==> src/rtl/flash_op_arbiter.sv <==
module flash_op_arbiter #(
  parameter int PAGE_W     = 10,
  parameter int CNT_W      = 16,
  parameter int PROT_PAGES = 256,
  parameter int DEF_CYCLES = 8
) (
  input  logic              clk,
  input  logic              rst_n,
  input  logic              cmd_valid,
  input  logic [3:0]        cmd_op,
  input  logic              cmd_buf,
  input  logic [PAGE_W-1:0] cmd_page,
  input  logic              wp_n,
  input  logic              cmp_diff,
  input  logic              cfg_we,
  input  logic [3:0]        cfg_op,
  input  logic [CNT_W-1:0]  cfg_cycles,
  output logic              cmd_ack,
  output logic              cmd_nak,
  output logic              busy_n,
  output logic [7:0]        status,
  output logic              lock_valid,
  output logic              lock_buf,
  output logic              op_done,
  output logic              err_flag
);

  localparam logic [3:0] OP_PRD  = 4'd0;
  localparam logic [3:0] OP_XFR  = 4'd1;
  localparam logic [3:0] OP_CMP  = 4'd2;
  localparam logic [3:0] OP_PGE  = 4'd3;
  localparam logic [3:0] OP_PGN  = 4'd4;
  localparam logic [3:0] OP_ERP  = 4'd5;
  localparam logic [3:0] OP_ERB  = 4'd6;
  localparam logic [3:0] OP_PTB  = 4'd7;
  localparam logic [3:0] OP_ARW  = 4'd8;
  localparam logic [3:0] OP_BRD  = 4'd9;
  localparam logic [3:0] OP_BWR  = 4'd10;
  localparam logic [3:0] OP_STS  = 4'd11;
  localparam logic [3:0] NUM_ARR = 4'd9;
  localparam logic [CNT_W-1:0] ONE = CNT_W'(1);

  logic             act, cur_buf, miss;
  logic [3:0]       cur_op;
  logic [CNT_W-1:0] cnt;
  logic [CNT_W-1:0] cyc_tab [16];
  logic             is_arr, is_bufop, is_stat, is_prot, prot_hit, locked_hit, grant, cur_uses_buf;
  logic [CNT_W-1:0] load_val, start_cnt;

  assign is_arr     = cmd_op < NUM_ARR;
  assign is_bufop   = (cmd_op == OP_BRD) || (cmd_op == OP_BWR);
  assign is_stat    = cmd_op == OP_STS;
  assign is_prot    = (cmd_op >= OP_PGE) && (cmd_op <= OP_ARW);
  assign prot_hit   = is_prot && !wp_n && (32'(cmd_page) < PROT_PAGES);
  assign locked_hit = is_bufop && lock_valid && (cmd_buf == cur_buf);
  assign grant      = cmd_valid &&
                      (is_arr ? (!act && !prot_hit) : (is_bufop ? !locked_hit : is_stat));
  assign load_val   = cyc_tab[cmd_op];
  assign start_cnt  = (load_val == '0) ? ONE : load_val;

  assign cur_uses_buf = (cur_op == OP_XFR) || (cur_op == OP_CMP) || (cur_op == OP_PGE) ||
                        (cur_op == OP_PGN) || (cur_op == OP_PTB) || (cur_op == OP_ARW);
  assign lock_valid = act && cur_uses_buf;
  assign lock_buf   = cur_buf;
  assign busy_n     = !(act && (cur_op != OP_PRD));
  assign status     = {!act, miss, 5'b0, err_flag};

  always_ff @(posedge clk or negedge rst_n) begin
    if (!rst_n) begin
      act      <= 1'b0;
      cur_op   <= OP_PRD;
      cur_buf  <= 1'b0;
      cnt      <= '0;
      miss     <= 1'b0;
      err_flag <= 1'b0;
      op_done  <= 1'b0;
      cmd_ack  <= 1'b0;
      cmd_nak  <= 1'b0;
      for (int i = 0; i < 16; i++) cyc_tab[i] <= CNT_W'(DEF_CYCLES);
    end else begin
      cmd_ack <= grant;
      cmd_nak <= cmd_valid && !grant;
      op_done <= 1'b0;
      if (cfg_we && (cfg_op < NUM_ARR)) cyc_tab[cfg_op] <= cfg_cycles;
      if (cmd_valid && locked_hit) err_flag <= 1'b1;
      if (act) begin
        if (cnt == ONE) begin
          act     <= 1'b0;
          op_done <= 1'b1;
          if (cur_op == OP_CMP) miss <= cmp_diff;
        end else begin
          cnt <= cnt - ONE;
        end
      end else if (grant && is_arr) begin
        act     <= 1'b1;
        cur_op  <= cmd_op;
        cur_buf <= cmd_buf;
        cnt     <= start_cnt;
      end
    end
  end


  array_excl_chk: assert property (@(posedge clk) disable iff (!rst_n)
    (cmd_valid && is_arr && !status[7]) |=> cmd_nak);


  lock_reject_chk: assert property (@(posedge clk) disable iff (!rst_n)
    (cmd_valid && is_bufop && lock_valid && (cmd_buf == lock_buf)) |=> (cmd_nak && err_flag));


  err_sticky_chk: assert property (@(posedge clk) disable iff (!rst_n)
    err_flag |=> err_flag);


  busy_pin_chk: assert property (@(posedge clk) disable iff (!rst_n)
    !busy_n |-> !status[7]);


  lock_busy_chk: assert property (@(posedge clk) disable iff (!rst_n)
    lock_valid |-> !status[7]);


  done_ready_chk: assert property (@(posedge clk) disable iff (!rst_n)
    op_done |-> (status[7] && !lock_valid));


  done_pulse_chk: assert property (@(posedge clk) disable iff (!rst_n)
    op_done |=> !op_done);


  write_prot_chk: assert property (@(posedge clk) disable iff (!rst_n)
    (cmd_valid && is_prot && !wp_n && (32'(cmd_page) < PROT_PAGES)) |=> cmd_nak);


  one_reply_chk: assert property (@(posedge clk) disable iff (!rst_n)
    cmd_valid |=> (cmd_ack != cmd_nak));


  no_reply_chk: assert property (@(posedge clk) disable iff (!rst_n)
    !cmd_valid |=> (!cmd_ack && !cmd_nak));

endmodule

==> config.mk <==
export PLATFORM = sky130hd
export DESIGN_NAME = flash_op_arbiter
export DESIGN_NICKNAME = d
export VERILOG_FILES = /design/src/rtl/flash_op_arbiter.sv
export SDC_FILE = /design/constraint.sdc
export NUM_CORES = 1
export LEC_CHECK = 0
export BUFFER_PORTS_ARGS = -buffer_cell sky130_fd_sc_hd__buf_2
export CORE_MARGIN = 2
export CORE_UTILIZATION = 55
export CTS_CLUSTER_DIAMETER = 200
export CTS_CLUSTER_SIZE = 12
export DETAILED_ROUTE_END_ITERATION = 8
export PLACE_DENSITY_LB_ADDON = 0.15
export SETUP_SLACK_MARGIN = 0.15
export SYNTH_ARGS = -nofsm -noshare
export SYNTH_HDL_FRONTEND = slang
export SYNTH_SLANG_ARGS = --single-unit
==> constraint.sdc <==
create_clock -name clk -period 5.9 [get_ports clk]
set_input_delay 1.18 -clock clk [delete_from_list [all_inputs] [get_ports clk]]
set_output_delay 1.18 -clock clk [all_outputs]
set_load 0.02 [all_outputs]
[Word-level counts from Yosys, hierarchy flattened]
Cells that the tools add are included.
Storage, ports and cells
  logic and storage cells: 98
  output and inout bits: 15
  register bits after elaboration: 283
  bits of input ports: 41
Cells by class
  add/sub/neg operators: 1
  bitwise gates (word level): 3
  reductions and logical operators: 32
  equal/unequal tests: 12
  order comparisons: 8
  mux-type cells: 17
Operator list (count)
  256-bit bitwise mux: 1
  16-bit 2-to-1 mux: 7
  16-bit binary-select mux with 4-bit select: 1
  16-bit demux with 4-bit select: 1
  16-bit by 1-bit equality test with 1-bit output (second input constant): 1
  4-bit equality test (second input constant): 4
  16-bit logical NOT: 1
  16-bit by 1-bit subtractor with 16-bit output (second input constant): 1
  1-bit logical AND: 14
  5-bit >= comparator (second input constant): 2
  10-bit by 9-bit < comparator with 1-bit output (second input constant): 1
  4-bit NOT with 5-bit output: 2
  4-bit by 2-bit equality test with 1-bit output (second input constant): 2
  4-bit by 3-bit equality test with 1-bit output (second input constant): 2
  4-bit < comparator (second input constant): 2
  1-bit 2-to-1 mux: 7
  1-bit logical NOT: 6
  1-bit logical OR: 6
  5-bit by 1-bit < comparator with 1-bit output (second input constant): 1
  4-bit by 1-bit equality test with 1-bit output (second input constant): 1
  4-bit by 2-bit >= comparator with 1-bit output (second input constant): 1
  4-bit less-or-equal comparator (second input constant): 1
  2-bit AND reduction: 2
  4-bit nonzero test: 1
  5 further kinds: 5

[Logic depth before layout (Yosys ltp)]
  depth in word-level cells: 16
  depth in mapped cells: 10
  depth with buffers taken out: 9

[Worst setup path before layout]
OpenSTA, ideal clock, no wires.
  path type: input to register
  start point: in cmd_op[1]
  end point: reg cnt[6]
  arrival time: 2910 ps
  stages: 9
  buffers on the path: 4
  required time: 5779 ps
  setup slack: 2869 ps
  library setup time: 121 ps
  path through: buf_2 -> buf_6 -> buf_6 -> buf_2 -> mux4_2 -> nor2b_1 -> a221oi_1 -> o22ai_1 -> a22o_1
On the way
  longest elaborated chain between the ends: 11
  elaborated cells on any way between the ends: 29
  classes of those cells: 3 x order compare; 3 x eq/ne; 8 x mux; 1 x bitwise; 14 x reduce/logical
RTL lines
  start, declared: line 10  | input logic [3:0] cmd_op,
  parallel branches: the longest is 11 deep, another holds 16-bit binary-select mux with 4-bit select
  end signal, assigned: line 92  | cnt <= cnt - ONE;
  end signal, assigned: line 98  | cnt <= start_cnt;
  end, declared: line 45  | logic [CNT_W-1:0] cnt;
Several ways; the timed one is not identified. The select of a mux whose other input is x is not followed.
A chain may end at the register's enable or synchronous reset.

[Worst setup path after layout]
  start point: reg act
  end point: out status[7]
On the way
  longest elaborated chain between the ends: 1
RTL lines
  start, declared: line 43  | logic act, cur_buf, miss;
  start signal, assigned: line 70  | act <= 1'b0;
  start signal, assigned: line 88  | act <= 1'b0;
  start signal, assigned: line 95  | act <= 1'b1;
  1-bit logical NOT: line 66  | assign status = {!act, miss, 5'b0, err_flag};
  end, declared: line 21  | output logic [7:0] status,
Every way passes these cells.

==> impl_table.tex <==
\begin{tabular}{lr}
\hline
Metric & Value \\
\hline
\multicolumn{2}{l}{\textbf{CTS}} \\
\quad Later-pin clock latency in the skew report & 0.53 ns \\
\quad Clock buffer count from CTS & 27 \\
\quad Clock tree from TritonCTS & built \\
\quad Clock root cell & clkbuf\_16 \\
\quad Clock transition at the registers of the reported paths & 0.06 ns \\
\quad Number of sinks driven by the clock tree & 283 \\
\quad Gates resized, CTS repair & 0 \\
\quad H-tree depth & 1 \\
\quad Buffers inserted by post-CTS timing repair & 0 \\
\quad Largest buffer count on any clock path & 3 \\
\quad Number of hold-repair buffers added at the cts stage & 0 \\
\multicolumn{2}{l}{\textbf{Outcome}} \\
\quad Run status & finished, final reports clean \\
\multicolumn{2}{l}{\textbf{STA}} \\
\quad Clock skew & 0.00910 ns \\
\quad Fin. max-slew vios & 0 \\
\quad Share of the cycle needed by the critical path after routing & 64.4\% \\
\quad Number of endpoints with negative hold slack in the final report & 0 \\
\quad Worst hold slack after final layout & 0.363 ns \\
\quad Actual transition at the worst max-transition pin & 1.14 ns \\
\quad Unrepaired setup endpoints after global routing & no \\
\quad Tightest slew margin relative to the limit & 24.1\% \\
\quad Number of setup violations in the final report & 0 \\
\quad Highest attainable clock frequency & 0.263 GHz \\
\quad Total negative slack & 0 ns \\
\quad Post-route minimum period & 3.80 ns \\
\multicolumn{2}{l}{\textbf{Route}} \\
\quad Post-detailed-routing wire length & 24.6 mm \\
\quad Number of detailed-routing iterations run before antenna repair & 4 \\
\quad Ratio of routed vias to standard cells & 5.94 \\
\quad Drt first-iter violations & 379 \\
\quad Via count & 6521 \\
\quad Residual DRC & 0 \\
\quad Remaining number of nets flagged by the antenna check after routing & 0 \\
\quad Wire length per cell after detailed routing & 22.4 um \\
\multicolumn{2}{l}{\textbf{Place}} \\
\quad Global placement routability congestion & 0.816 \\
\quad HPWL after DPL & 15.5 mm \\
\quad Number of buffer cells added on primary ports & 42 \\
\multicolumn{2}{l}{\textbf{Critical path}} \\
\quad Required time of the worst setup path & 4.72 ns \\
\quad Start point of the critical path & act \\
\quad Launching point of the worst reg2reg path & act \\
\quad Reg-to-reg slack, setup & 3.00 ns \\
\quad Gate family responsible for the most delay along the worst path & flip-flops \\
\quad Cell breakdown of the critical path & clkinv\_1 > buf\_2 \\
\quad Worst reg2reg path endpoint & miss \\
\quad Worst Path Max Fanout & 37 \\
\quad WP depth & 2 \\
\quad Number of buffer and inverter instances along the worst setup path & 2 \\
\quad Startpoint types & flip-flop \\
\quad Critical-path top delay cell & dfrtp\_1 \\
\quad Worst Setup Path Type & flip-flop to output pin \\
\quad Endpoint arrival time on the critical path & 2.62 ns \\
\quad Worst Setup End Kind & output pin \\
\quad CP Capture Point & status[7] \\
\quad Stage delay of the slowest cell on the critical path & 1.10 ns \\
\quad R2R cell count & 4 \\
\multicolumn{2}{l}{\textbf{Final layout}} \\
\quad Final net count & 850 \\
\quad Number of flip-flops under the largest register name & 256 \\
\quad Largest registers & cyc\_tab x256, cnt x16, cur\_op x4 \\
\quad Area grow syn2layout & 5.69\% \\
\quad Register with the most flip-flops & cyc\_tab \\
\quad Share of layout cells above drive strength 1 & 40.0\% \\
\multicolumn{2}{l}{\textbf{Floorplanning}} \\
\quad Row count & 54 \\
\quad Die span in x & 154 um \\
\quad Total I/O pin count & 56 \\
\quad Vertical die dimension & 154 um \\
\quad Die ar. & 0.0236 mm\^{}2 \\
\quad Core Footprint & 0.0219 mm\^{}2 \\
\quad Starting density of the core & 56.2\% \\
\multicolumn{2}{l}{\textbf{Synthesis}} \\
\quad Number of synthesis warnings & 0 \\
\quad Number of enable-type register cells in the synthesized netlist & 0 \\
\quad Average cell area after synthesis & 14.0 um\^{}2 \\
\quad Cell count after synthesis & 879 \\
\quad Cell area after synthesis & 0.0123 mm\^{}2 \\
\quad Share of flip-flops with an asynchronous set or reset & 100\% \\
\quad Flip-flop and latch count after synthesis & 283 \\
\quad Proportion of synthesized chip area in sequential cells & 57.7\% \\
\quad Main synth FF type & dfrtp\_1 \\
\quad Distinct cell type count of the synthesized netlist & 65 \\
\multicolumn{2}{l}{\textbf{Job}} \\
\quad Max-capacitance violation count & 0 \\
\multicolumn{2}{l}{\textbf{GRT}} \\
\quad Global-route wire length before repair & 40.6 mm \\
\quad Pin count of the biggest net entering global routing & 138 \\
\quad Total grt overflow & 0 \\
\quad Via count of the first global-routing pass & 7169 \\
\quad Number of antenna violations at the first check in global routing & 2 \\
\quad Overall routing resource usage & 21.9\% \\
\multicolumn{2}{l}{\textbf{Power and ir drop}} \\
\quad Worst supply voltage drop on vdd & 222 uV \\
\quad Power density over the cells & 337 mW/mm\^{}2 \\
\quad Leakage Power & 0.00583 uW \\
\multicolumn{2}{l}{\textbf{Worst hold path}} \\
\quad Min-delay worst type & flip-flop to flip-flop \\
\hline
\end{tabular}
[through the flow]
stage / utilization (%) / setup slack [ns] / power [uW] / cell area, um^2 / instances
after global routing: 59.4 / 1.94 / 4600 / 13000 / 1098
after floorplan: - / 2.87 / 2730 / 12300 / 883
after detailed placement: 56.0 / 1.90 / 2920 / 12300 / 1058
final: 59.4 / 2.10 / 4380 / 13000 / 1098
after CTS: 59.4 / 2.13 / 4440 / 13000 / 1097
after global placement: 56.0 / 1.92 / 2870 / 12300 / 1058
[worst min path at each step]
stage	slack [ns]	start	end	cells past startpoint
6_report	0.36	cyc_tab[3]	cyc_tab[3]	0
3_5_place_dp	0.36	cyc_tab[19]	cyc_tab[19]	0
4_1_cts	0.36	cyc_tab[19]	cyc_tab[19]	0
2_1_floorplan	0.42	cyc_tab[38]	cyc_tab[38]	1
5_1_grt	0.37	cyc_tab[19]	cyc_tab[19]	0
3_3_place_gp	0.36	cyc_tab[99]	cyc_tab[99]	0
[cells by family (layout without fill, tap and decap cells)]
kind of cell | after synthesis | count (layout) | share of synthesized area (%)
fa+ha+maj | 2 | 2 | 0.203
other cells | 1 | 6 | 0.0305
buf+inv | 170 | 104 | 6.25
simple gates | 104 | 104 | 4.54
xor+xnor | 2 | 2 | 0.142
mux | 228 | 228 | 26.4
flops | 283 | 283 | 57.7
compound gates | 89 | 89 | 4.73
[area by class of cell]
cell class / count / area [um^2]
inverter: 10 / 37.5
clock buffer: 37 / 713
antenna: 1 / 2.50
clock inverter: 2 / 16.3
tap: 280 / 350
multi-input combinational: 430 / 4450
fill: 1690 / 8890
sequential: 283 / 7100
timing repair buffer: 55 / 323
[cell usage after synthesis, types with 9 or more instances]
master / instances / area (um^2)
nor2_1: 23 / 86.3
mux4_2: 61 / 1370
mux2_2: 152 / 1710
buf_6: 11 / 124
o21ai_0: 19 / 95.1
clkbuf_1: 128 / 480
nand2_1: 26 / 97.6
dfstp_2: 16 / 420
o22ai_1: 16 / 100
dfrtp_1: 267 / 6680
buf_4: 9 / 67.6
buf_2: 11 / 55.1
mux2i_1: 10 / 100
a21oi_1: 21 / 105
[report_power, final]
group / internal [uW] / switching [uW]
clock network: 831 / 677
registers: 2190 / 116
logic: 331 / 239
total: 3350 / 1030
[layout by cell type, fill, tap and decap left out, drive strengths merged, types with 6 or more instances in the layout]
| master | netlist | layout |
|---|---|---|
| mux2i | 10 | 10 |
| buf | 32 | 55 |
| nand3 | 6 | 6 |
| nor2 | 23 | 23 |
| dfstp | 16 | 16 |
| mux4 | 61 | 61 |
| o22ai | 16 | 16 |
| clkbuf | 128 | 37 |
| nand2b | 8 | 8 |
| a21oi | 21 | 21 |
| inv | 9 | 10 |
| dfrtp | 267 | 267 |
| nand2 | 26 | 26 |
| o21ai | 22 | 22 |
| nor3 | 8 | 8 |
| mux2 | 157 | 157 |
[layer usage]
metal,GRT usage [%],up-vias,wire (um)
met5,0,-,0
met4,4.33,0,195
met3,3.30,21,1390
met2,34.5,156,11900
met1,33.3,3414,11100
li1,-,2930,-
Note: power is estimated with default switching activity, not from simulation.
